[config.mk]
export PLATFORM = sky130hd
export DESIGN_NAME = mbus_evt_irq
export DESIGN_NICKNAME = d
export VERILOG_FILES = /design/src/rtl/mbus_evt_pkg.sv /design/src/rtl/mbus_evt_sync.sv /design/src/rtl/mbus_evt_edge.sv /design/src/rtl/mbus_evt_stat.sv /design/src/rtl/mbus_evt_irq.sv
export SDC_FILE = /design/constraint.sdc
export NUM_CORES = 1
export LEC_CHECK = 0
export CAP_MARGIN = 20
export CORE_MARGIN = 2
export CORE_UTILIZATION = 65
export DETAILED_ROUTE_END_ITERATION = 16
export DONT_BUFFER_PORTS = 1
export PLACE_DENSITY_LB_ADDON = 0.25
export SLEW_MARGIN = 20
export SYNTH_ARGS = -nofsm -noshare
export SYNTH_HDL_FRONTEND = slang
export SYNTH_SLANG_ARGS = --single-unit
[constraint.sdc]
create_clock -name clk -period 3.45 [get_ports clk]
set_clock_uncertainty 0.15 [all_clocks]
set_input_delay 0.345 -clock clk [delete_from_list [all_inputs] [get_ports clk]]
set_output_delay 0.345 -clock clk [all_outputs]
set_load 0.03 [all_outputs]
[src/rtl/mbus_evt_pkg.sv]
package mbus_evt_pkg;
   // register word offsets
   localparam int unsigned OFS_STATUS  = 0;
   localparam int unsigned OFS_ENABLE  = 1;
   localparam int unsigned OFS_EDGESEL = 2;
   localparam int unsigned OFS_LEVEL   = 3;
   localparam int unsigned OFS_DIR     = 4;
   // engine event sources precede wait-pin sources
   localparam int unsigned NUM_ENGINE_EVT = 2;
   localparam int unsigned SRC_FIFO       = 0;
   localparam int unsigned SRC_TC         = 1;
endpackage

[src/rtl/mbus_evt_sync.sv]
module mbus_evt_sync #(
   parameter int unsigned WIDTH  = 2,
   parameter int unsigned STAGES = 2
) (
   input  logic             clk,
   input  logic             rst_n,
   input  logic [WIDTH-1:0] async_in,
   output logic [WIDTH-1:0] sync_out
);
   if (STAGES < 2) begin : g_bad_stages
      $error("mbus_evt_sync: STAGES must be at least 2");
   end
   if (WIDTH < 1) begin : g_bad_width
      $error("mbus_evt_sync: WIDTH must be at least 1");
   end

   logic [WIDTH-1:0] stg [STAGES];

   for (genvar s = 0; s < STAGES; s++) begin : g_stage
      if (s == 0) begin : g_first
         always_ff @(posedge clk or negedge rst_n) begin
            if (!rst_n) stg[0] <= '0;
            else        stg[0] <= async_in;
         end
      end else begin : g_next
         always_ff @(posedge clk or negedge rst_n) begin
            if (!rst_n) stg[s] <= '0;
            else        stg[s] <= stg[s-1];
         end
      end
   end

   assign sync_out = stg[STAGES-1];
endmodule

[src/rtl/mbus_evt_edge.sv]
module mbus_evt_edge #(
   parameter int unsigned WIDTH = 2
) (
   input  logic             clk,
   input  logic             rst_n,
   input  logic [WIDTH-1:0] level,
   input  logic [WIDTH-1:0] rise_sel,
   output logic [WIDTH-1:0] edge_hit
);
   logic [WIDTH-1:0] prev_q;

   always_ff @(posedge clk or negedge rst_n) begin
      if (!rst_n) prev_q <= '0;
      else        prev_q <= level;
   end

   for (genvar i = 0; i < WIDTH; i++) begin : g_pin
      logic went_up, went_down;
      assign went_up     = level[i] & ~prev_q[i];
      assign went_down   = ~level[i] & prev_q[i];
      assign edge_hit[i] = rise_sel[i] ? went_up : went_down;
   end

   // an edge report always corresponds to a level change
   AST_EDGE_NEEDS_CHANGE: assert property (@(posedge clk) disable iff (!rst_n)
      (edge_hit != '0) |-> (level != prev_q));
endmodule

[src/rtl/mbus_evt_stat.sv]
module mbus_evt_stat #(
   parameter int unsigned NSRC = 4
) (
   input  logic            clk,
   input  logic            rst_n,
   input  logic [NSRC-1:0] set_in,
   input  logic [NSRC-1:0] clr_in,
   input  logic [NSRC-1:0] enable,
   output logic [NSRC-1:0] status,
   output logic            irq
);
   logic [NSRC-1:0] st_q;
   logic            irq_q;
   logic            pending;

   assign pending = |(st_q & enable);

   always_ff @(posedge clk or negedge rst_n) begin
      if (!rst_n) begin
         st_q  <= '0;
         irq_q <= 1'b0;
      end else begin
         st_q  <= (st_q & ~clr_in) | set_in;
         irq_q <= pending;
      end
   end

   assign status = st_q;
   assign irq    = irq_q;

   for (genvar i = 0; i < NSRC; i++) begin : g_chk
      AST_STICKY_BIT: assert property (@(posedge clk) disable iff (!rst_n)
         (st_q[i] && !clr_in[i]) |=> st_q[i]);
      AST_SET_WINS: assert property (@(posedge clk) disable iff (!rst_n)
         set_in[i] |=> st_q[i]);
   end

   AST_IRQ_RAISE: assert property (@(posedge clk) disable iff (!rst_n)
      (|(status & enable)) |=> irq);
   AST_IRQ_QUIET: assert property (@(posedge clk) disable iff (!rst_n)
      !(|(status & enable)) |=> !irq);
endmodule

[src/rtl/mbus_evt_irq.sv]
module mbus_evt_irq
   import mbus_evt_pkg::*;
#(
   parameter int unsigned N_WAIT      = 2,
   parameter int unsigned DATA_W      = 32,
   parameter int unsigned ADDR_W      = 3,
   parameter int unsigned SYNC_STAGES = 2
) (
   input  logic              clk,
   input  logic              rst_n,
   input  logic              evt_fifo,
   input  logic              evt_tc,
   input  logic [N_WAIT-1:0] wait_pin,
   input  logic              reg_we,
   input  logic [ADDR_W-1:0] reg_addr,
   input  logic [DATA_W-1:0] reg_wdata,
   output logic [DATA_W-1:0] reg_rdata,
   output logic              irq
);
   localparam int unsigned NSRC = NUM_ENGINE_EVT + N_WAIT;

   if (N_WAIT < 1) begin : g_bad_nwait
      $error("mbus_evt_irq: N_WAIT must be at least 1");
   end
   if (NSRC >= DATA_W) begin : g_bad_dataw
      $error("mbus_evt_irq: DATA_W must exceed the source count");
   end
   if (ADDR_W < 3) begin : g_bad_addrw
      $error("mbus_evt_irq: ADDR_W must be at least 3");
   end

   logic [NSRC-1:0]   en_q;
   logic [N_WAIT-1:0] rise_q;
   logic [N_WAIT-1:0] pin_lvl;
   logic [N_WAIT-1:0] pin_edge;
   logic [NSRC-1:0]   set_vec;
   logic [NSRC-1:0]   clr_vec;
   logic [NSRC-1:0]   status;
   logic              wr_status, wr_enable, wr_edgesel;
   logic              unused_wdata;

   assign unused_wdata = ^reg_wdata[DATA_W-1:NSRC];

   assign wr_status  = reg_we && (reg_addr == ADDR_W'(OFS_STATUS));
   assign wr_enable  = reg_we && (reg_addr == ADDR_W'(OFS_ENABLE));
   assign wr_edgesel = reg_we && (reg_addr == ADDR_W'(OFS_EDGESEL));

   mbus_evt_sync #(.WIDTH(N_WAIT), .STAGES(SYNC_STAGES)) u_sync (
      .clk      (clk),
      .rst_n    (rst_n),
      .async_in (wait_pin),
      .sync_out (pin_lvl)
   );

   mbus_evt_edge #(.WIDTH(N_WAIT)) u_edge (
      .clk      (clk),
      .rst_n    (rst_n),
      .level    (pin_lvl),
      .rise_sel (rise_q),
      .edge_hit (pin_edge)
   );

   assign set_vec[SRC_FIFO]            = evt_fifo;
   assign set_vec[SRC_TC]              = evt_tc;
   assign set_vec[NSRC-1:NUM_ENGINE_EVT] = pin_edge;
   assign clr_vec = wr_status ? reg_wdata[NSRC-1:0] : '0;

   mbus_evt_stat #(.NSRC(NSRC)) u_stat (
      .clk    (clk),
      .rst_n  (rst_n),
      .set_in (set_vec),
      .clr_in (clr_vec),
      .enable (en_q),
      .status (status),
      .irq    (irq)
   );

   always_ff @(posedge clk or negedge rst_n) begin
      if (!rst_n) begin
         en_q   <= '0;
         rise_q <= '0;
      end else begin
         if (wr_enable)  en_q   <= reg_wdata[NSRC-1:0];
         if (wr_edgesel) rise_q <= reg_wdata[N_WAIT-1:0];
      end
   end

   always_comb begin
      reg_rdata = '0;
      case (reg_addr)
         ADDR_W'(OFS_STATUS):  reg_rdata[NSRC-1:0]   = status;
         ADDR_W'(OFS_ENABLE):  reg_rdata[NSRC-1:0]   = en_q;
         ADDR_W'(OFS_EDGESEL): reg_rdata[N_WAIT-1:0] = rise_q;
         ADDR_W'(OFS_LEVEL):   reg_rdata[N_WAIT-1:0] = pin_lvl;
         default:              reg_rdata = '0; // direction and unused: all inputs
      endcase
   end

   AST_FIFO_SETS: assert property (@(posedge clk) disable iff (!rst_n)
      evt_fifo |=> status[SRC_FIFO]);
   AST_TC_SETS: assert property (@(posedge clk) disable iff (!rst_n)
      evt_tc |=> status[SRC_TC]);
   AST_DIR_ZERO: assert property (@(posedge clk) disable iff (!rst_n)
      (reg_addr == ADDR_W'(OFS_DIR)) |-> (reg_rdata == '0));
   AST_ENABLE_HOLD: assert property (@(posedge clk) disable iff (!rst_n)
      !wr_enable |=> $stable(en_q));
endmodule

==> results of run 1 <==
cell families (layout without fill, tap and decap cells):
logic type | Yosys count | after routing | synth area share, %
multiplexers | 10 | 10 | 14.6
flip-flops | 17 | 17 | 44.4
other | 1 | 28 | 0.392
AO/OA/AOI/OAI | 6 | 6 | 5.23
buffers and inverters | 29 | 9 | 23.1
AND/OR/NAND/NOR | 18 | 18 | 12.2
through the flow:
| step | hold WS (ns) | worst slack, ns | instances | area [um^2] |
|---|---|---|---|---|
| finish | 0.0554 | 1.53 | 103 | 932 |
| global route | 0.0400 | 1.44 | 103 | 932 |
| CTS | 0.0467 | 1.51 | 103 | 932 |
| detailed placement | -0.100 | 1.81 | 94 | 856 |
| global placement | -0.100 | 1.81 | 94 | 856 |
| floorplan | -0.101 | 1.72 | 108 | 1060 |
per-layer routing:
| metal | global-route usage (%) | up-vias | share of wire (%) |
|---|---|---|---|
| li1 | - | 240 | - |
| met1 | 21.7 | 252 | 42 |
| met2 | 24.0 | 32 | 48 |
| met3 | 5.17 | 0 | 9.9 |
| met4 | 5.63 | 0 | 0 |
| met5 | 0 | - | 0 |
path summary, 6_finish.rpt:
kind | start | endpoint | cells past startpoint
min in group asynchronous | rst_n | u_edge.prev_q[0] | 1
worst max-delay path | u_stat.status[2] | reg_rdata[2] | 2
max in group asynchronous | rst_n | u_stat.status[1] | 1
worst max register to register | rise_q[1] | u_stat.status[3] | 3
worst min register to register | u_sync.stg[3] | u_sync.sync_out[1] | 0
worst min-delay path | reg_wdata[0] | rise_q[0] | 1
timing repair:
item                      in CTS  in global routing
buffers inserted               0                  0
gates resized for setup        0                  0
hold buffers                   5                  0
hold endpoints to repair      21                  0
cell type report:
cell class                      count  area share, %
Tap cell                           15           2.01
Sequential cell                    17           45.6
Multi-Input combinational cell     62           44.2
Timing Repair Buffer                5           5.37
Clock buffer                        4           2.82
flip-flops by register name (all words and copies together) (netlist names):
signal and count:
u_sync.sync_out 2, u_sync.stg 2, rise_q 2, u_stat.status 4, u_stat.irq 1, u_edge.prev_q 2, en_q 4
cell usage in the layout, fill, tap and decap left out:
cell type / netlist / layout
nor4b_4: 1 / 1
and4bb_4: 1 / 1
clkbuf_1: 0 / 1
clkbuf_4: 0 / 3
nor2_1: 4 / 4
mux4_1: 2 / 2
nor2b_1: 2 / 2
nor3_1: 2 / 2
nand2_1: 7 / 7
mux2i_1: 2 / 2
and4bb_2: 1 / 1
conb_1: 1 / 28
a21o_1: 2 / 2
dfrtp_1: 17 / 17
mux2_2: 6 / 6
a22oi_1: 2 / 2
dlygate4sd3_1: 0 / 5
a221o_1: 2 / 2
power groups by stage:
| stage | Combinational (mW) | Sequential, mW | Clock (mW) |
|---|---|---|---|
| 2_1_floorplan | 0.117 | 0.245 | 0 |
| 3_3_place_gp | 0.0929 | 0.249 | 0 |
| 3_5_place_dp | 0.0944 | 0.249 | 0 |
| 4_1_cts | 0.103 | 0.245 | 0.106 |
| 5_1_grt | 0.112 | 0.250 | 0.114 |
| 6_report | 0.103 | 0.245 | 0.100 |
==> metrics.txt, run 1 <==
largest net degree at the start of global routing 18; drt total wl 1250 um; Ys Warns 0; combinational share of power a little under a quarter; first-pass GRT wire length between 2000 and 2500 um; max-cap viol count 0; Mapped Cells just over 80; Leak 0.422 nW; top cell type by total area after synthesis dfrtp_1; Clock transition at path regs around 0.09 ns; Switch Pwr 0.144 mW; Reg power frac 54.7%; DIE AREA 0.00180 mm^2; mean routed wirelength per cell about 12 um; Final GP Congestion 0.694; Yosys top cell area share 44.4%; most common cell in the netlist buf_4; register-to-register setup slack around 2.4 ns; GRT Util Overall 16.0%; layout cells sized above 1 around 14%; Vias roughly 520; ranking of synthesized cells by area dfrtp_1, buf_4, mux2_2; Clock power frac 22.4%; outcome finished, final reports clean; Via density 5.09; core area roughly 0.0013 mm^2; crit-path max cell delay 0.69 ns; DP HPWL 965 um; number of global-route vias before repair 491; Residual DRC 0; grt ovf 0; worst skew pair latency 0.28 ns; Avg Inst Size Synth 11.8 um^2; IO buf count 0; Critical Path AT 1.43 ns; Max Transition Viols Final 0; Main synth FF type dfrtp_1; Storage cell area approximately 430 um^2; TritonCTS clock tree yes; Die Wd 42.4 um; initial antenna violation count 0; crit path max-delay cell type nor3_1; final core occ 69.9%; FP Rows 13; worst-case clock buffer depth 2; H-Tree Depth 1; area of the multi-input gates 412 um^2; number of synthesized flops with an enable pin 0; Mapped Area 957 um^2; Die Y-Extent 42.4 um; Synth Register Bits 17; cts bufs inserted 3; Nets about 130; CP Capture Type output port; synthesis-to-finish area growth -2.61%; # diodes 0; I/O Pins 75; asr flop ratio synth 100%; fmax roughly 520 MHz; Data required, critical path just under 3 ns; sw frac between 30% and 40%; VDD IR max between 0.2 and 0.3 mV; filler instances 101; sequential area share after synthesis 44.4%; Power per Cell Area 480 mW/mm^2; Sink Count 17; HP Class in -> reg; total power 0.448 mW; antenna viol nets, final 0; Slew headroom about two fifths; fin crit period 1.92 ns; sequence of cells on the critical path mux2i_1 > nor3_1; endpoints failing hold 0; unique cell type count in the Yosys netlist 17; CP delay by family, top simple AND/OR/NAND/NOR gates; setup violators final 0; kind of critical path reg -> out; critical-path maximum fanout 3; Int Pwr between 0.3 and 0.4 mW; Starting Density 71.8%; RSZ-0062 raised after global routing false; Final period util 55.7%; synth cell count leaders buf_4, dfrtp_1, nand2_1, mux2_2, nor2_1; First DRT Iteration DRCs 8; First-pass DRT Iterations 3; worst slew pin tran 0.890 ns; Buffers & Inverters on Critical Path 0; element type at the critical path start flop; Final TNS setup 0 ns; CTS root buf clkbuf_4
(Power assumes the default switching activity.)
==> run 2: changes to the inputs <==
--- a/config.mk
+++ b/config.mk
@@ -5,9 +5,10 @@
 export SDC_FILE = /design/constraint.sdc
 export NUM_CORES = 1
 export LEC_CHECK = 0
+export ABC_AREA = 1
 export CAP_MARGIN = 20
 export CORE_MARGIN = 2
-export CORE_UTILIZATION = 65
+export CORE_UTILIZATION = 60
 export DETAILED_ROUTE_END_ITERATION = 16
 export DONT_BUFFER_PORTS = 1
 export PLACE_DENSITY_LB_ADDON = 0.25
==> constraint.sdc (replaced) <==
create_clock -name clk -period 1.94 [get_ports clk]
set_clock_uncertainty 0.15 [all_clocks]
set_input_delay 0.194 -clock clk [delete_from_list [all_inputs] [get_ports clk]]
set_output_delay 0.194 -clock clk [all_outputs]
set_load 0.03 [all_outputs]
==> metrics.txt, run 2 <==
Post-CTS Setup Repair Bufs 0 (unchanged); synthesis-to-finish area growth 13.0%; GRT Util Overall 22.3% (+6.3 points); area of the multi-input gates 408 um^2 (-0.91%); core area 0.00154 mm^2 (+16%); CTS root buf clkbuf_4; Nets 193 (+47%); Vias 812 (+55%); layout cells sized above 1 5.33% (-8.3 points); critical-path maximum fanout 3 (unchanged); Starting Density 66.2% (-5.6 points); Die Y-Extent 45.2 um (+6.7%); element type at the critical path start primary input; asr flop ratio synth 100% (unchanged); Main synth FF type dfrtp_1; Final TNS setup 0 ns (unchanged); worst-case clock buffer depth 2 (unchanged); First DRT Iteration DRCs 25 (+17); RSZ-0062 raised after global routing false; Leak 0.619 nW (+47%); Residual DRC 0 (unchanged); drt total wl 2070 um (+66%); Mapped Area 0.00102 mm^2 (+6.5%); CP Capture Type flop; fin crit period 1.75 ns; total power 0.844 mW (+88%); cts bufs inserted 3 (unchanged); most common cell in the netlist nand2_1; DIE AREA 0.00205 mm^2 (+14%); sequential area share after synthesis 41.7% (-2.7 points); Die Wd 45.2 um (+6.7%); Slew headroom 49.0% (+8.8 points); final core occ 74.8% (+4.9 points); outcome finished, final reports clean; Mapped Cells 128 (+58%); VDD IR max 0.764 mV (+170%); HP Class in -> reg; Power per Cell Area 732 mW/mm^2 (+52%); Data required, critical path 2.02 ns (-0.93 ns); Max Transition Viols Final 0 (unchanged); synth cell count leaders nand2_1, buf_4, dfrtp_1, inv_1, nand3_1; Sink Count 17 (unchanged); Storage cell area 425 um^2 (unchanged); commonest non-fill, non-tap cell in the layout nand2_1; crit-path max cell delay 0.56 ns (-0.13 ns); First-pass DRT Iterations 4 (+1); I/O Pins 75 (unchanged); crit path max-delay cell type dlygate4sd3_1; number of global-route vias before repair 770 (+57%); ranking of synthesized cells by area dfrtp_1, buf_4, nand2_1; setup violators final 0 (unchanged); fmax 572 MHz; DP HPWL 1250 um (+30%); H-Tree Depth 1 (unchanged); mean routed wirelength per cell 12.5 um (+3.3%); sequence of cells on the critical path inv_1 > nand3_2 > nor2_1 > nand2_1 > dlygate4sd3_1 > nand2_1 > dlygate4sd3_1; max-cap viol count 0 (unchanged); Yosys top cell area share 41.7% (-2.7 points); FP Rows 14 (+1); antenna viol nets, final 0 (unchanged); Avg Inst Size Synth 7.97 um^2 (-33%); initial antenna violation count 0 (unchanged); Critical Path AT 1.83 ns (+0.40 ns); number of synthesized flops with an enable pin 0 (unchanged); endpoints failing hold 0 (unchanged); Final GP Congestion 0.835 (+20%); unique cell type count in the Yosys netlist 14 (-3); worst slew pin tran 0.763 ns (-0.128 ns); Clock transition at path regs 0.11 ns (+0.02 ns); IO buf count 0 (unchanged); filler instances 104 (+3.0%); first-pass GRT wire length 3240 um (+51%); most frequent cells in the layout nand2_1, conb_1, dlygate4sd3_1; top cell type by total area after synthesis dfrtp_1; Final period util 90.2%; # diodes 0 (unchanged); Via density 4.89 (-3.8%); worst skew pair latency 0.29 ns (about the same); largest net degree at the start of global routing 18 (unchanged); Ys Warns 0 (unchanged); kind of critical path in -> reg; Synth Register Bits 17 (unchanged); grt ovf 0 (unchanged); TritonCTS clock tree yes
==> run 2: layer usage <==
| metal | track usage (%) | wire [um] |
|---|---|---|
| met1 | 26.4 | 799 |
| met2 | 37.1 | 1050 |
| met3 | 6.80 | 187 |
| met4 | 9.41 | 34 |
| met5 | 0 | 0 |
==> run 2: area by class of cell <==
type,count,share of cell area (%)
Clock buffer,3,1.95
Clock inverter,1,0.434
Inverter,17,5.75
Multi-Input combinational cell,92,35.4
Sequential cell,17,36.9
Tap cell,16,1.74
Timing Repair Buffer,20,17.8
==> run 2: final timing paths <==
check | start | to | slack, ns | cells past startpoint
setup reg to reg | u_stat.status[0] | u_stat.status[0] | 0.59 | 3
min in group asynchronous | rst_n | u_edge.prev_q[0] | 0.25 | 1
hold reg to reg | u_sync.stg[2] | u_sync.sync_out[0] | 0.21 | 0
max in group asynchronous | rst_n | en_q[3] | 0.90 | 1
hold / removal | reg_addr[2] | u_stat.status[2] | 0.01 | 4
setup / recovery | reg_addr[2] | rise_q[1] | 0.19 | 7
==> run 2: cell families after synthesis <==
group	synth area share (%)
compound gates	2.45
simple gates	27.2
other cells	0.368
buf+inv	28.2
flops	41.7
==> run 2: worst max-delay path: cells and delay by family <==
kind / cells / cell delay, ns
buffers and inverters: 3 / 1.19
and+or+nand+nor: 4 / 0.44
==> run 2: repair_timing <==
action                                  4_1_cts  5_1_grt
hold buffers                                 20        0
endpoints found under the hold margin        29        0
gates resized for setup                       0        2
endpoints found under the setup margin        0        2
==> run 2: stage by stage <==
step           cells  hold slack (ns)  area, um^2  setup slack, ns
6_report         166           0.0133        1150            0.191
5_1_grt          166           0.0350        1150            0.164
4_1_cts          166          0.00529        1150           0.0197
3_5_place_dp     142           -0.251         920            0.649
3_3_place_gp     142           -0.251         920            0.677
2_1_floorplan    155           -0.252        1120            0.764
==> run 2: power breakdown <==
part           total, mW  switching (mW)  internal [mW]  leakage [nW]
combinational      0.221           0.156         0.0651         0.409
clock              0.191           0.115         0.0765        0.0177
sequential         0.431          0.0374          0.394         0.192
